[src/rtl/shiftop_pkg.sv]
package shiftop_pkg;
  localparam int AMT_W = 6;

  typedef enum logic [2:0] {
    KIND_LSL = 3'd0,
    KIND_LSR = 3'd1,
    KIND_ASR = 3'd2,
    KIND_ROR = 3'd3,
    KIND_RRX = 3'd4
  } shiftKind_e;

  // strobes from the decoder to the datapath
  typedef struct packed {
    logic             selImm;     // source is the 8-bit constant
    logic             selPc;      // source is the instruction address plus offset
    shiftKind_e       kind;
    logic [AMT_W-1:0] amount;     // effective amount, 0..32
    logic             holdCarry;  // carry-out follows the incoming carry
    logic             flushAll;   // result and carry both zero
  } shiftCtrl_t;
endpackage

[src/rtl/shiftop_ctrl.sv]
module shiftop_ctrl
  import shiftop_pkg::*;
#(
  parameter int INSTR_W = 32
) (
  input  logic [INSTR_W-1:0] instr,
  input  logic [7:0]         rsLow,
  output shiftCtrl_t         ctrl,
  output logic               unpredictable
);
  localparam int BIT_IMM   = 25;
  localparam int BIT_REG   = 4;
  localparam int FULL_AMT  = 32;
  localparam logic [3:0] PC_IDX = 4'hF;

  logic       immForm;
  logic       regForm;
  logic [1:0] kindField;
  logic [4:0] constAmt;
  logic [3:0] rotField;
  logic [3:0] fldD, fldN, fldS, fldM;

  assign immForm   = instr[BIT_IMM];
  assign regForm   = !instr[BIT_IMM] && instr[BIT_REG];
  assign kindField = instr[6:5];
  assign constAmt  = instr[11:7];
  assign rotField  = instr[11:8];
  assign fldD      = instr[15:12];
  assign fldN      = instr[19:16];
  assign fldS      = instr[11:8];
  assign fldM      = instr[3:0];

  assign unpredictable = regForm &&
    ((fldD == PC_IDX) || (fldN == PC_IDX) || (fldS == PC_IDX) || (fldM == PC_IDX));

  always_comb begin
    ctrl           = '0;
    ctrl.kind      = KIND_LSL;
    if (immForm) begin
      ctrl.selImm    = 1'b1;
      ctrl.kind      = KIND_ROR;
      ctrl.amount    = {1'b0, rotField, 1'b0};
      ctrl.holdCarry = (rotField == 4'd0);
    end else if (!regForm) begin
      ctrl.selPc  = (fldM == PC_IDX);
      ctrl.amount = {1'b0, constAmt};
      unique case (kindField)
        2'b00: begin
          ctrl.kind      = KIND_LSL;
          ctrl.holdCarry = (constAmt == 5'd0);
        end
        2'b01: begin
          ctrl.kind = KIND_LSR;
          if (constAmt == 5'd0) ctrl.amount = AMT_W'(FULL_AMT);
        end
        2'b10: begin
          ctrl.kind = KIND_ASR;
          if (constAmt == 5'd0) ctrl.amount = AMT_W'(FULL_AMT);
        end
        default: begin
          ctrl.kind = (constAmt == 5'd0) ? KIND_RRX : KIND_ROR;
        end
      endcase
    end else begin
      ctrl.holdCarry = (rsLow == 8'd0);
      unique case (kindField)
        2'b00, 2'b01: begin
          ctrl.kind = (kindField == 2'b00) ? KIND_LSL : KIND_LSR;
          if (rsLow > 8'(FULL_AMT)) ctrl.flushAll = 1'b1;
          else                      ctrl.amount   = rsLow[AMT_W-1:0];
        end
        2'b10: begin
          ctrl.kind   = KIND_ASR;
          ctrl.amount = (rsLow >= 8'(FULL_AMT)) ? AMT_W'(FULL_AMT) : rsLow[AMT_W-1:0];
        end
        default: begin
          ctrl.kind   = KIND_ROR;
          ctrl.amount = {1'b0, rsLow[4:0]};
        end
      endcase
    end
  end
endmodule

[src/rtl/shiftop_dp.sv]
module shiftop_dp
  import shiftop_pkg::*;
#(
  parameter int DATA_W   = 32,
  parameter int PC_AHEAD = 8
) (
  input  shiftCtrl_t        ctrl,
  input  logic [7:0]        imm8,
  input  logic [DATA_W-1:0] rmVal,
  input  logic [DATA_W-1:0] pcVal,
  input  logic              carryIn,
  output logic [DATA_W-1:0] operand,
  output logic              carryOut
);
  localparam int EXT_W = DATA_W + 1;

  logic [DATA_W-1:0]   src;
  logic [EXT_W-1:0]    leftExt;
  logic [EXT_W-1:0]    rightExt;
  logic [EXT_W-1:0]    arithExt;
  logic [2*DATA_W-1:0] rotExt;
  logic [DATA_W-1:0]   rotLow;
  logic [DATA_W-1:0]   res;
  logic                cBit;

  always_comb begin
    if (ctrl.selImm)     src = {{(DATA_W-8){1'b0}}, imm8};
    else if (ctrl.selPc) src = pcVal + DATA_W'(PC_AHEAD);
    else                 src = rmVal;
  end

  assign leftExt  = {1'b0, src} << ctrl.amount;
  assign rightExt = {src, 1'b0} >> ctrl.amount;
  assign arithExt = $unsigned($signed({src, 1'b0}) >>> ctrl.amount);
  assign rotExt   = {src, src} >> ctrl.amount;
  assign rotLow   = rotExt[DATA_W-1:0];

  always_comb begin
    unique case (ctrl.kind)
      KIND_LSL: begin res = leftExt[DATA_W-1:0];  cBit = leftExt[DATA_W]; end
      KIND_LSR: begin res = rightExt[DATA_W:1];   cBit = rightExt[0];     end
      KIND_ASR: begin res = arithExt[DATA_W:1];   cBit = arithExt[0];     end
      KIND_ROR: begin res = rotLow;               cBit = rotLow[DATA_W-1]; end
      KIND_RRX: begin res = {carryIn, src[DATA_W-1:1]}; cBit = src[0]; end
      default:  begin res = src;                  cBit = carryIn;         end
    endcase
    if (ctrl.flushAll) begin
      res  = '0;
      cBit = 1'b0;
    end
    if (ctrl.holdCarry) cBit = carryIn;
  end

  assign operand  = res;
  assign carryOut = cBit;
endmodule

[src/rtl/shiftop_unit.sv]
module shiftop_unit
  import shiftop_pkg::*;
#(
  parameter int DATA_W   = 32,
  parameter int PC_AHEAD = 8
) (
  input  logic [31:0]       instr,
  input  logic [DATA_W-1:0] rmVal,
  input  logic [DATA_W-1:0] rsVal,
  input  logic [DATA_W-1:0] pcVal,
  input  logic              carryIn,
  output logic [DATA_W-1:0] operand,
  output logic              carryOut,
  output logic              unpredictable
);
  shiftCtrl_t ctrlBus;

  shiftop_ctrl #(.INSTR_W(32)) ctrl_i (
    .instr         (instr),
    .rsLow         (rsVal[7:0]),
    .ctrl          (ctrlBus),
    .unpredictable (unpredictable)
  );

  shiftop_dp #(.DATA_W(DATA_W), .PC_AHEAD(PC_AHEAD)) dp_i (
    .ctrl     (ctrlBus),
    .imm8     (instr[7:0]),
    .rmVal    (rmVal),
    .pcVal    (pcVal),
    .carryIn  (carryIn),
    .operand  (operand),
    .carryOut (carryOut)
  );
endmodule

[config.mk]
export PLATFORM = sky130hd
export DESIGN_NAME = shiftop_unit
export DESIGN_NICKNAME = d
export VERILOG_FILES = /design/src/rtl/shiftop_pkg.sv /design/src/rtl/shiftop_ctrl.sv /design/src/rtl/shiftop_dp.sv /design/src/rtl/shiftop_unit.sv
export SDC_FILE = /design/constraint.sdc
export NUM_CORES = 1
export LEC_CHECK = 0
export ABC_AREA = 1
export CORE_MARGIN = 4
export CORE_UTILIZATION = 35
export DETAILED_ROUTE_END_ITERATION = 10
export DONT_BUFFER_PORTS = 1
export SETUP_SLACK_MARGIN = 0.2
export SLEW_MARGIN = 20
export SYNTH_ARGS = -nofsm -noshare
export SYNTH_HDL_FRONTEND = slang
export SYNTH_HIERARCHICAL = 1
export SYNTH_SLANG_ARGS = --single-unit
[constraint.sdc]
create_clock -name vclk -period 4.67
set_input_delay 0 -clock vclk [all_inputs]
set_output_delay 0 -clock vclk [all_outputs]
set_load 0.05 [all_outputs]
Word level (Yosys, flattened, before mapping)
Cells that the tools add are included.

$add $sub $neg: 1. Order comparisons: 2. Eq/ne operators: 10. Shift operators: 4. Multiplexer cells: 25. Reduce and logical (&&, ||, !) cells: 13.

Operators by type and width (number): 32-bit case mux with 5 select lines (1); 32-bit 2-to-1 mux (3); 64-bit by 6-bit right shift with 32-bit output (1); 32-bit by 6-bit << shifter with 33-bit output (1); 33-bit by 6-bit right shift with 33-bit output (1); 33-bit by 6-bit >>> shifter with 33-bit output (1); 32-bit by 4-bit adder with 32-bit output, second input constant (1); 6-bit 2-to-1 mux (4); 10-bit 2-to-1 mux (2); 9-bit case mux with 2 select lines (1); 4-bit equality test, second input constant (4); 1-bit 2-to-1 mux (11); 3-bit case mux with 3 select lines (1); 8-bit by 6-bit >= comparator with 1-bit output, second input constant (1); 8-bit by 6-bit > comparator with 1-bit output, second input constant (1); 8-bit zero test (1); 3-bit by 2-bit equality test with 1-bit output, second input constant (2); 5-bit zero test (1); 1-bit case mux with 5 select lines (1); 4-bit zero test (1); 2-bit OR reduction (2); 3-bit by 1-bit equality test with 1-bit output, second input constant (1); 3-bit equality test, second input constant (1); 3-bit zero test (1); other kinds (7) (10).

Flip-flop bits (word level): 0. Input port bits: 129. Output and inout port bits: 34. Logic and storage cells: 55.

Depth between registers and ports, before layout
Word-level depth: 10. Gate-level depth with buffers: 27. Depth with buffers taken out: 25.

By module
The synthesis kept the hierarchy.

By module, submodules not included: shiftop_dp (instances 1, cells an instance 1568, area an instance 7200.7 µm²); shiftop_ctrl (instances 1, cells an instance 89, area an instance 484.2 µm²).

Least setup slack after synthesis
Ideal clock, no wire load.

Kind: input to output. Start point: input instr[5]. End point: output operand[25]. Data arrival time: 2.783 ns. Data required time: 4.670 ns. Slack: 1.887 ns. Stages: 19. Cells stage by stage: inv_1 -> ha_1 -> inv_1 -> o21bai_1 -> inv_1 -> nand2_4 -> nand2_1 -> nand2_1 -> buf_2 -> buf_1 -> clkbuf_1 -> nand3_1 -> nand3_1 -> nand2_1 -> nand2_1 -> o21ai_0 -> nand2_1 -> nand4_1 -> a21oi_1.

RTL lines: start, declared (RTL line shiftop_unit.sv:7) `input logic [31:0] instr,`; end, declared (RTL line shiftop_unit.sv:12) `output logic [DATA_W-1:0] operand,`.

==> run summary <==
CP max stage delay - 0.66 ns
grt ovf - 0
CP Cell Sequence - inv_1 > ha_1 > nor2_1 > o22ai_1 > nand2_1 > nand2_1 > inv_1 > nand2_1 > o21ai_1 > nand2_1 > nand3_1 > nand2_1 > a21oi_2
vias - 11097
ANT nets after route - 0
Synth top area share - 29.1%
Slew Limit Fails - 0
Routability Congestion - 1.09
DRC - 0
cell at the slowest stage of the critical path - o21ai_1
worst setup path category - primary input to output pin
Tcrit/Tclk final - 74.3%
Seq/Total Area, Yosys - 0%
DR vias/cell - 5.84
top cells by count, synth - nand2_1 (595), nand3_1 (312), nor2_1 (164)
clock buffers - 0
Port Buffer Count - 0
Tmin final - 3.47 ns
# fillers - 2494
CP Launch Type - primary input
first-pass iteration count of the detailed router - 6
Multi-input gate area - 6790 µm²
HPWL after DPL - 29400 µm
Relative slew margins - 31.5%
Synth area leader - nand2_1
Final Hold Vio Count - 0
Die W - 156 µm
total wire length - 37200 µm
Crit Path Max Fanout - 11
Max-cap violations - 0
Wirelength per Cell - 19.6 µm
worst hold start - carryIn
most frequent CP cell - nand2_1
RSZ-0062 raised after global routing - false
count leader, synth - nand2_1
min-delay worst type - primary input to output pin
hold endpoint - carryOut
die area - 24400 µm²
outcome - finished, final reports clean
largest net degree at the start of global routing - 74
sequential cell area - 0 µm²
Area contributors post-synth - nand2_1 (29%), nand3_1 (20%), nor2_1 (8.0%), inv_1 (5.1%), o21ai_0 (4.1%)
post-cts resize count - 0
Iteration-0 DRC Markers - 1503
# IOs - 163
synthesized area per cell - 4.64 µm²
Yosys warnings - 6
initial antenna violation count - 1
placement row count - 53
fmax - 0.288 GHz
Post-CTS Setup Bufs - 0
Nets - 1759
Worst Path Required - 4.67 ns
Tot GR Track Use - 29.4%
Mapped Area - 7680 µm²
endpoint class of the critical path - output pin
Post-Syn Nets - 1791
P&R area growth vs syn - 7.60%
Finish-stage setup viols - 0
number of global-route vias before repair - 10064
Worst EP arrival - 3.47 ns
die height - 156 µm
Synth Instances - 1657
total negative slack - 0 ns
CTS Hold Bufs - 0
Core Area - 21300 µm²
transition time of the tightest slew-check pin - 1.03 ns
Hold Path Stages - 3
Initial Utilization - 36.1%
proportion of layout cells with a drive suffix above 1 - 11.3%
Netlist cell types - 50
FFs & Latches - 0
first-pass GRT wire length - 57100 µm
==> cell usage in the layout, fill, tap and decap left out, types with 21 or more instances in the layout <==
cell type  instances
nand2_1          592
nor2_1           163
inv_1            103
nand2_2           41
nand3_1          312
nand3_2           21
buf_4             48
o21ai_0           63
o21ai_1           42
a21oi_1           56
==> critical path, delay by kind of cell <==
family	cells	cell delay [ns]
buffers and inverters	2	0.39
AOI/OAI and AO/OA	3	1.42
adders and majority gates	1	0.21
and+or+nand+nor	7	1.42
==> layer usage <==
layer / global-route usage [%] / share of wire, % / vias up
li1: - / - / 5375
met1: 39.6 / 40 / 4898
met2: 45.2 / 42 / 690
met3: 4.63 / 11 / 134
met4: 15.2 / 6.6 / 0
met5: 0 / 0 / -
==> per-stage QoR <==
step | instances | hold WS (ns) | area [µm²] | worst slack, ns | util, %
2_1_floorplan | 1657 | 0.318 | 7680 | 1.89 | -
3_3_place_gp | 1898 | 0.286 | 8270 | 1.34 | 38.8
3_5_place_dp | 1898 | 0.287 | 8270 | 1.30 | 38.8
4_1_cts | 1898 | 0.287 | 8270 | 1.29 | 38.8
5_1_grt | 1898 | 0.293 | 8270 | 0.944 | 38.8
6_report | 1899 | 0.278 | 8270 | 1.20 | 38.8
==> worst max-delay path by stage <==
stage	startpoint	to	slack, ns	cells past startpoint
3_3_place_gp	instr[5]	operand[2]	1.34	13
5_1_grt	instr[4]	operand[28]	0.94	18
6_report	instr[6]	operand[6]	1.20	13
2_1_floorplan	instr[5]	operand[25]	1.89	19
4_1_cts	instr[4]	operand[28]	1.29	18
3_5_place_dp	instr[4]	operand[28]	1.30	18
==> cell type report <==
class | count | area share [%]
Tap cell | 275 | 4.16
Multi-Input combinational cell | 1436 | 82.2
Inverter | 124 | 5.66
Antenna cell | 1 | 0.0303
Timing Repair Buffer | 63 | 7.99
==> kinds of logic (layout without fill, tap and decap cells) <==
kind of cell / count (synthesis) / in the layout / synth area share (%)
buffers and inverters: 221 / 187 / 11.8
AND/OR/NAND/NOR: 1209 / 1209 / 70.8
multiplexers: 1 / 1 / 0.130
other: 0 / 1 / 0
XOR/XNOR: 8 / 8 / 0.912
adder cells (fa/ha/maj): 5 / 5 / 0.814
AO/OA/AOI/OAI: 213 / 213 / 15.6
